<file path="src/rtl/ct_cmp_pkg.sv">
// Package: shared byte type and width for the constant-time comparator.
// Assumes byte-wide candidate and reference data.
package ct_cmp_pkg;
    localparam int BYTE_W = 8;
    typedef logic [BYTE_W-1:0] byte_t;
endpackage

</file>
<file path="src/rtl/ct_ref_store.sv">
// Reference store: register array of MAX_LEN bytes plus a length register.
// Writes are single-cycle; a length outside 1..MAX_LEN is ignored.
// Assumes the owner does not write while a comparison is in flight.
module ct_ref_store
    import ct_cmp_pkg::*;
#(
    parameter int MAX_LEN = 64,
    parameter int ADDR_W  = $clog2(MAX_LEN),
    parameter int LEN_W   = $clog2(MAX_LEN + 2)
) (
    input  logic              clk,
    input  logic              rst_n,
    input  logic              wr_en,
    input  logic [ADDR_W-1:0] wr_addr,
    input  byte_t             wr_byte,
    input  logic              len_wr_en,
    input  logic [LEN_W-1:0]  len_wr_val,
    input  logic [ADDR_W-1:0] rd_idx,
    output byte_t             rd_byte,
    output logic [LEN_W-1:0]  len_q
);
    byte_t mem_q [MAX_LEN];

    // One register per reference byte, written when its index is addressed.
    for (genvar i = 0; i < MAX_LEN; i++) begin : g_entry
        always_ff @(posedge clk) begin
            if (!rst_n)
                mem_q[i] <= '0;
            else if (wr_en && wr_addr == ADDR_W'(i))
                mem_q[i] <= wr_byte;
        end
    end

    // Length register: accepts only lengths the array can hold.
    always_ff @(posedge clk) begin
        if (!rst_n)
            len_q <= LEN_W'(1);
        else if (len_wr_en && len_wr_val >= LEN_W'(1) && len_wr_val <= LEN_W'(MAX_LEN))
            len_q <= len_wr_val;
    end

    // Read port: plain index into the array, no data-dependent path.
    always_comb rd_byte = mem_q[rd_idx];
endmodule

</file>
<file path="src/rtl/ct_diff_acc.sv">
// Difference accumulator: ORs the XOR of each candidate/reference byte pair
// into an accumulator and counts payload bytes (saturating at CNT_MAX).
// On a last-marked beat it registers the result and clears its state.
// Assumes at most one beat per cycle, flagged by 'beat'.
module ct_diff_acc
    import ct_cmp_pkg::*;
#(
    parameter int LEN_W   = 7,
    parameter int CNT_MAX = 65
) (
    input  logic             clk,
    input  logic             rst_n,
    input  logic             beat,
    input  logic             has_byte,
    input  logic             is_last,
    input  byte_t            cand_byte,
    input  byte_t            ref_byte,
    input  logic [LEN_W-1:0] ref_len,
    output logic [LEN_W-1:0] cnt_q,
    output logic             res_valid,
    output logic             res_match,
    output logic             res_len_err
);
    byte_t            acc_q;
    byte_t            acc_nxt;
    logic [LEN_W-1:0] cnt_nxt;
    logic             take;

    // Next-state values of the accumulator and the byte counter.
    always_comb begin
        take    = beat && has_byte;
        acc_nxt = take ? (acc_q | (cand_byte ^ ref_byte)) : acc_q;
        cnt_nxt = cnt_q;
        if (take && cnt_q != LEN_W'(CNT_MAX))
            cnt_nxt = cnt_q + LEN_W'(1);
    end

    // State update: accumulate on each beat, clear when the string closes.
    always_ff @(posedge clk) begin
        if (!rst_n) begin
            acc_q <= '0;
            cnt_q <= '0;
        end else if (beat && is_last) begin
            acc_q <= '0;
            cnt_q <= '0;
        end else begin
            acc_q <= acc_nxt;
            cnt_q <= cnt_nxt;
        end
    end

    // Result register: one-cycle pulse, flags zero outside it.
    always_ff @(posedge clk) begin
        if (!rst_n) begin
            res_valid   <= 1'b0;
            res_match   <= 1'b0;
            res_len_err <= 1'b0;
        end else if (beat && is_last) begin
            res_valid   <= 1'b1;
            res_match   <= (acc_nxt == '0) && (cnt_nxt == ref_len);
            res_len_err <= (cnt_nxt != ref_len);
        end else begin
            res_valid   <= 1'b0;
            res_match   <= 1'b0;
            res_len_err <= 1'b0;
        end
    end
endmodule

</file>
<file path="src/rtl/ct_stream_cmp.sv">
// Top: constant-time comparison of a streamed byte string with a stored
// reference. The stream is always ready after reset, so latency depends only
// on the beat count. Assumes the reference is stable during a comparison and
// that s_empty is used only on a single beat that is also last.
module ct_stream_cmp
    import ct_cmp_pkg::*;
#(
    parameter int MAX_LEN = 64,
    localparam int ADDR_W = $clog2(MAX_LEN),
    localparam int LEN_W  = $clog2(MAX_LEN + 2)
) (
    input  logic              clk,
    input  logic              rst_n,
    input  logic              ref_we,
    input  logic [ADDR_W-1:0] ref_addr,
    input  logic [7:0]        ref_wdata,
    input  logic              len_we,
    input  logic [LEN_W-1:0]  len_wdata,
    input  logic              s_valid,
    output logic              s_ready,
    input  logic [7:0]        s_data,
    input  logic              s_last,
    input  logic              s_empty,
    output logic              res_valid,
    output logic              res_match,
    output logic              res_len_err
);
    logic              ready_q;
    logic              beat;
    logic [LEN_W-1:0]  cnt;
    logic [LEN_W-1:0]  len_cur;
    logic [ADDR_W-1:0] rd_idx;
    byte_t             ref_byte;

    // Ready register: low in reset, high for ever after.
    always_ff @(posedge clk) begin
        if (!rst_n) ready_q <= 1'b0;
        else        ready_q <= 1'b1;
    end

    // Handshake and reference index; overlong bytes read index 0 harmlessly.
    always_comb begin
        s_ready = ready_q;
        beat    = s_valid && ready_q;
        rd_idx  = (cnt < LEN_W'(MAX_LEN)) ? cnt[ADDR_W-1:0] : '0;
    end

    ct_ref_store #(
        .MAX_LEN (MAX_LEN),
        .ADDR_W  (ADDR_W),
        .LEN_W   (LEN_W)
    ) store_i (
        .clk        (clk),
        .rst_n      (rst_n),
        .wr_en      (ref_we),
        .wr_addr    (ref_addr),
        .wr_byte    (ref_wdata),
        .len_wr_en  (len_we),
        .len_wr_val (len_wdata),
        .rd_idx     (rd_idx),
        .rd_byte    (ref_byte),
        .len_q      (len_cur)
    );

    ct_diff_acc #(
        .LEN_W   (LEN_W),
        .CNT_MAX (MAX_LEN + 1)
    ) acc_i (
        .clk         (clk),
        .rst_n       (rst_n),
        .beat        (beat),
        .has_byte    (!s_empty),
        .is_last     (s_last),
        .cand_byte   (s_data),
        .ref_byte    (ref_byte),
        .ref_len     (len_cur),
        .cnt_q       (cnt),
        .res_valid   (res_valid),
        .res_match   (res_match),
        .res_len_err (res_len_err)
    );
endmodule

</file>
<file path="config.mk">
export PLATFORM = sky130hd
export DESIGN_NAME = ct_stream_cmp
export DESIGN_NICKNAME = d
export VERILOG_FILES = /design/src/rtl/ct_cmp_pkg.sv /design/src/rtl/ct_ref_store.sv /design/src/rtl/ct_diff_acc.sv /design/src/rtl/ct_stream_cmp.sv
export SDC_FILE = /design/constraint.sdc
export NUM_CORES = 1
export LEC_CHECK = 0
export ABC_AREA = 0
export BUFFER_PORTS_ARGS = -buffer_cell sky130_fd_sc_hd__buf_2
export CAP_MARGIN = 20
export CORE_AREA = 2 2 257 259
export CTS_CLUSTER_DIAMETER = 60
export CTS_CLUSTER_SIZE = 40
export DETAILED_ROUTE_END_ITERATION = 10
export DIE_AREA = 0 0 259 261
export SLEW_MARGIN = 20
export SYNTH_ARGS = -nofsm -noshare
export SYNTH_HDL_FRONTEND = slang
export SYNTH_SLANG_ARGS = --single-unit
export TNS_END_PERCENT = 5
</file>
<file path="constraint.sdc">
create_clock -name clk -period 2.75 [get_ports clk]
set_input_delay 0.4125 -clock clk [delete_from_list [all_inputs] [get_ports clk]]
set_output_delay 0.4125 -clock clk [all_outputs]
set_load 0.03 [all_outputs]
</file>
==> out/qor.txt <==
Status: complete, but fails checks
Failing checks: setup timing
Root Driver: clkbuf_16
Global-route wire length before repair: 120,700 µm
CTS buffer count: 40
Netlist cell types: 75
Post-Synthesis Cells: 2,018
Vias in the first global route: 17,310
Worst setup SP type: flip-flop
Via count: 17,660
Synth Area in Compound Gates: 8.017%
Sequential Power Share: 53.9%
Io pins: 40
Simple-gate portion of the synthesized area: 18.29%
Crit-path max FO: 19
GPL Wtd Cong: 0.9254
FP Rows: 94
Die width: 259 µm
Residual DRC count: 0
Slowest-stage cell, CP: a2111oi_2
Detailed Place HPWL: 57,020 µm
Total GRT Usage: 24.47%
Post-Synth Adder-Cell Area: 0.09735%
Psw: 4467 µW
Hold Crit Class: in2reg
Die height: 261 µm
Crit Path Category: reg2reg
Mapped Area: 25,700 µm²
Clock Latency Late Sink: 0.61 ns
Worst setup margin: -0.09797 ns
Synthesized flop and latch total: 538
DR iter-0 viols: 1,784
Synth cell count leaders: 513 x and2_1, 512 x edfxtp_1, 111 x o21ai_0
Slew HR: 40.88%
CTS H-tree lvls: 2
Final period util: 103.6%
Diode count: 0
Max Transition Viols Final: 0
Post-synth EDFFs: 512
WL final: 82,680 µm
RSZ-0062 raised after global routing: yes
Clk slew on worst S/H paths: 0.09 ns
Sw Share: 25.33%
Actual slew at the worst max-slew pin: 0.8809 ns
Max_cap viols: 0
R2R setup slack: -0.1 ns
Fmax achieved: 351.1 MHz
Setup TNS Final: -0.1438 ns
Hold Buf Count CTS: 0
Fillers: 5,752
Final hold vios: 0
Lkg Pwr: 0.01079 µW
Worst r2r dst: acc_i.res_match$_SDFF_PN0_
Critical Path Most Common Cell: buf_12
WP depth: 12
Post-synth ARST share: 0%
CTS tree: done
Kind of cell adding the most delay to the critical path: compound AO/OA/AOI/OAI gates
Share of cells above drive strength 1: 23.61%
Int Power: 13,170 µW
Critical Path Start: acc_i.cnt_q[0]$_SDFF_PP0_
Post-synthesis xor/xnor area fraction: 0.7155%
Worst path arrival time: 3.38 ns
Largest net degree at the start of global routing: 65
Sequential share of the synthesized area: 61.84%
PortBufs: 39
Antenna violations before repair: 4
Post-Place Cells: 3,046
Die ar.: 67,600 µm²
Pwr/cell area: 575.7 nW/µm²
Top FF cell, synth: edfxtp_1
Avg Cell Area, Syn: 12.74 µm²
Syn. warnings: 0
Logic gate share of total power: 8.6%
Crit path to: acc_i.res_match$_SDFF_PN0_
Critical Path RT: 3.28 ns
Synth-to-layout area growth: 19.19%
Layout Skew: 0.02225 ns
Vias per inst: 5.633
Total congestion overflow: 0
WL/cell: 26.38 µm
Most frequent cell after synthesis: and2_1
Top cell type's share of synthesized area: 59.81%
Placed cell area: 28,640 µm²
CTS sink cnt: 538
Worst R2R Start: acc_i.cnt_q[0]$_SDFF_PP0_
Core Region: 65,040 µm²
Post-layout minimum cycle time: 2.848 ns
Non-filler cells in the finished layout: 3,134
Crit. End Element: flip-flop
Initial Utilization: 39.52%
DRT Pass-1 Iters: 6
Setup-failing EPs final: 3
Max clock buf depth: 3
Post-route design area: 30,640 µm²
Largest family of logic cells by synthesized area: simple AND/OR/NAND/NOR gates
CP cell instances: buf_12 -> buf_4 -> nand2b_1 -> buf_12 -> o22ai_1 -> a2111oi_2 -> a311oi_2 -> a22oi_1 -> xnor2_1 -> o211a_1 -> o2111ai_2 -> nor4_2
Post-synthesis net count: 2,056
Peak supply drop: 0.3512 mV
Post-layout power: 17,640 µW
Buffers and inverters on the worst path: 3
Max incr delay on CP: 0.52 ns
Clock power frac: 37.5%
Worst Reg-to-Reg Cells: 12
Worst hold slack: 0.05403 ns
Nets@finish: 2,276
Synth top area cells: edfxtp_1 60%, and2_1 12%, mux2i_1 3.5%
Antenna Nets Post-Route: 0
Post-synth top area cell: edfxtp_1
Mux cell area share after synthesis: 7.895%
[repair_timing]
action | 4_1_cts | 5_1_grt
setup buffers | 11 | 1
gates resized for setup | 58 | 28
setup endpoints to repair | 6 | 8
pin swaps | 12 | 4
gates cloned | 2 | 0
[cell type report]
| cell class | instances | area (µm²) | share of cell area (%) |
|---|---|---|---|
| flip-flops and latches | 538 | 15910 | 51.93 |
| repair buffers | 329 | 2821 | 9.209 |
| inverters | 13 | 48.80 | 0.1593 |
| multi-input cells | 1316 | 9324 | 30.43 |
| clock buffers | 42 | 1030 | 3.361 |
| well taps | 864 | 1081 | 3.528 |
| clock inverters | 32 | 422.9 | 1.380 |
[state kept, by name, indices dropped and copies added, names as in the netlist]
register           flops
store_i.mem_q        512
acc_i.acc_q            8
acc_i.cnt_q            7
store_i.len_q          7
acc_i.res_len_err      1
acc_i.res_match        1
acc_i.res_valid        1
s_ready                1
[routing by layer]
layer  GRT usage [%]  routed length (µm)  up-vias
li1                -                   -     7785
met1           34.00               35130     8939
met2           38.94               38140      767
met3           4.433                6505      156
met4           8.012                2851        8
met5               0                  51        -
[through the flow]
stage	util, %	setup slack (ns)
after floorplan	-	0.3655
after global placement	44.04	-0.3733
after detailed placement	44.04	-0.3128
after CTS	46.91	-0.03462
after global routing	47.11	-0.2526
final	47.11	-0.09797
[power by group through the flow]
stage | logic [µW] | registers, µW | clock network, µW
2_1_floorplan | 721 | 9620 | 0
3_3_place_gp | 1400 | 9670 | 0
3_5_place_dp | 1410 | 9690 | 0
4_1_cts | 1490 | 9500 | 6690
5_1_grt | 1590 | 9540 | 6960
6_report | 1520 | 9510 | 6610
[worst min-delay path by stage]
stage | slack (ns) | cells after the start | endpoint | startpoint
3_5_place_dp | 0.46 | 2 | acc_i.acc_q[3]$_SDFF_PP0_ | acc_i.acc_q[3]$_SDFF_PP0_
3_3_place_gp | 0.45 | 2 | acc_i.acc_q[1]$_SDFF_PP0_ | acc_i.acc_q[1]$_SDFF_PP0_
5_1_grt | 0.07 | 3 | store_i.len_q[0]$_SDFFE_PN1P_ | len_wdata[0]
2_1_floorplan | 0.43 | 2 | acc_i.acc_q[3]$_SDFF_PP0_ | acc_i.acc_q[3]$_SDFF_PP0_
4_1_cts | 0.03 | 3 | store_i.len_q[0]$_SDFFE_PN1P_ | len_wdata[0]
6_report | 0.05 | 3 | store_i.len_q[0]$_SDFFE_PN1P_ | len_wdata[0]
[worst register-to-register path, cell delays in order, from the launching register on]
cell and delay, ns:
dfxtp_4 0.37, buf_12 0.13, buf_4 0.14, nand2b_1 0.16, buf_12 0.21, o22ai_1 0.17, a2111oi_2 0.52, a311oi_2 0.10
a22oi_1 0.26, xnor2_1 0.19, o211a_1 0.19, o2111ai_2 0.12, nor4_2 0.21
[kinds of logic (layout without fill, tap and decap cells)]
group,after synthesis,after routing
AOI/OAI and AO/OA,316,316
xor gates and xnor gates,21,21
adders and majority gates,2,2
buffers and inverters,164,416
DFF,538,538
muxes,154,154
and+or+nand+nor,823,823
[cells in the final DEF, fill, tap and decap left out, types with 27 or more instances in the layout]
cell type and n:
mux2_2 27, buf_12 28, mux2i_1 86, and2_1 513
a211oi_1 28, a21oi_1 31, nor2b_1 27, nor2_1 101
mux4_2 36, clkbuf_16 41, nand2_1 91, edfxtp_1 512
o21ai_0 100, buf_4 251, buf_2 39
No activity file was read; power rests on OpenSTA's default activity.
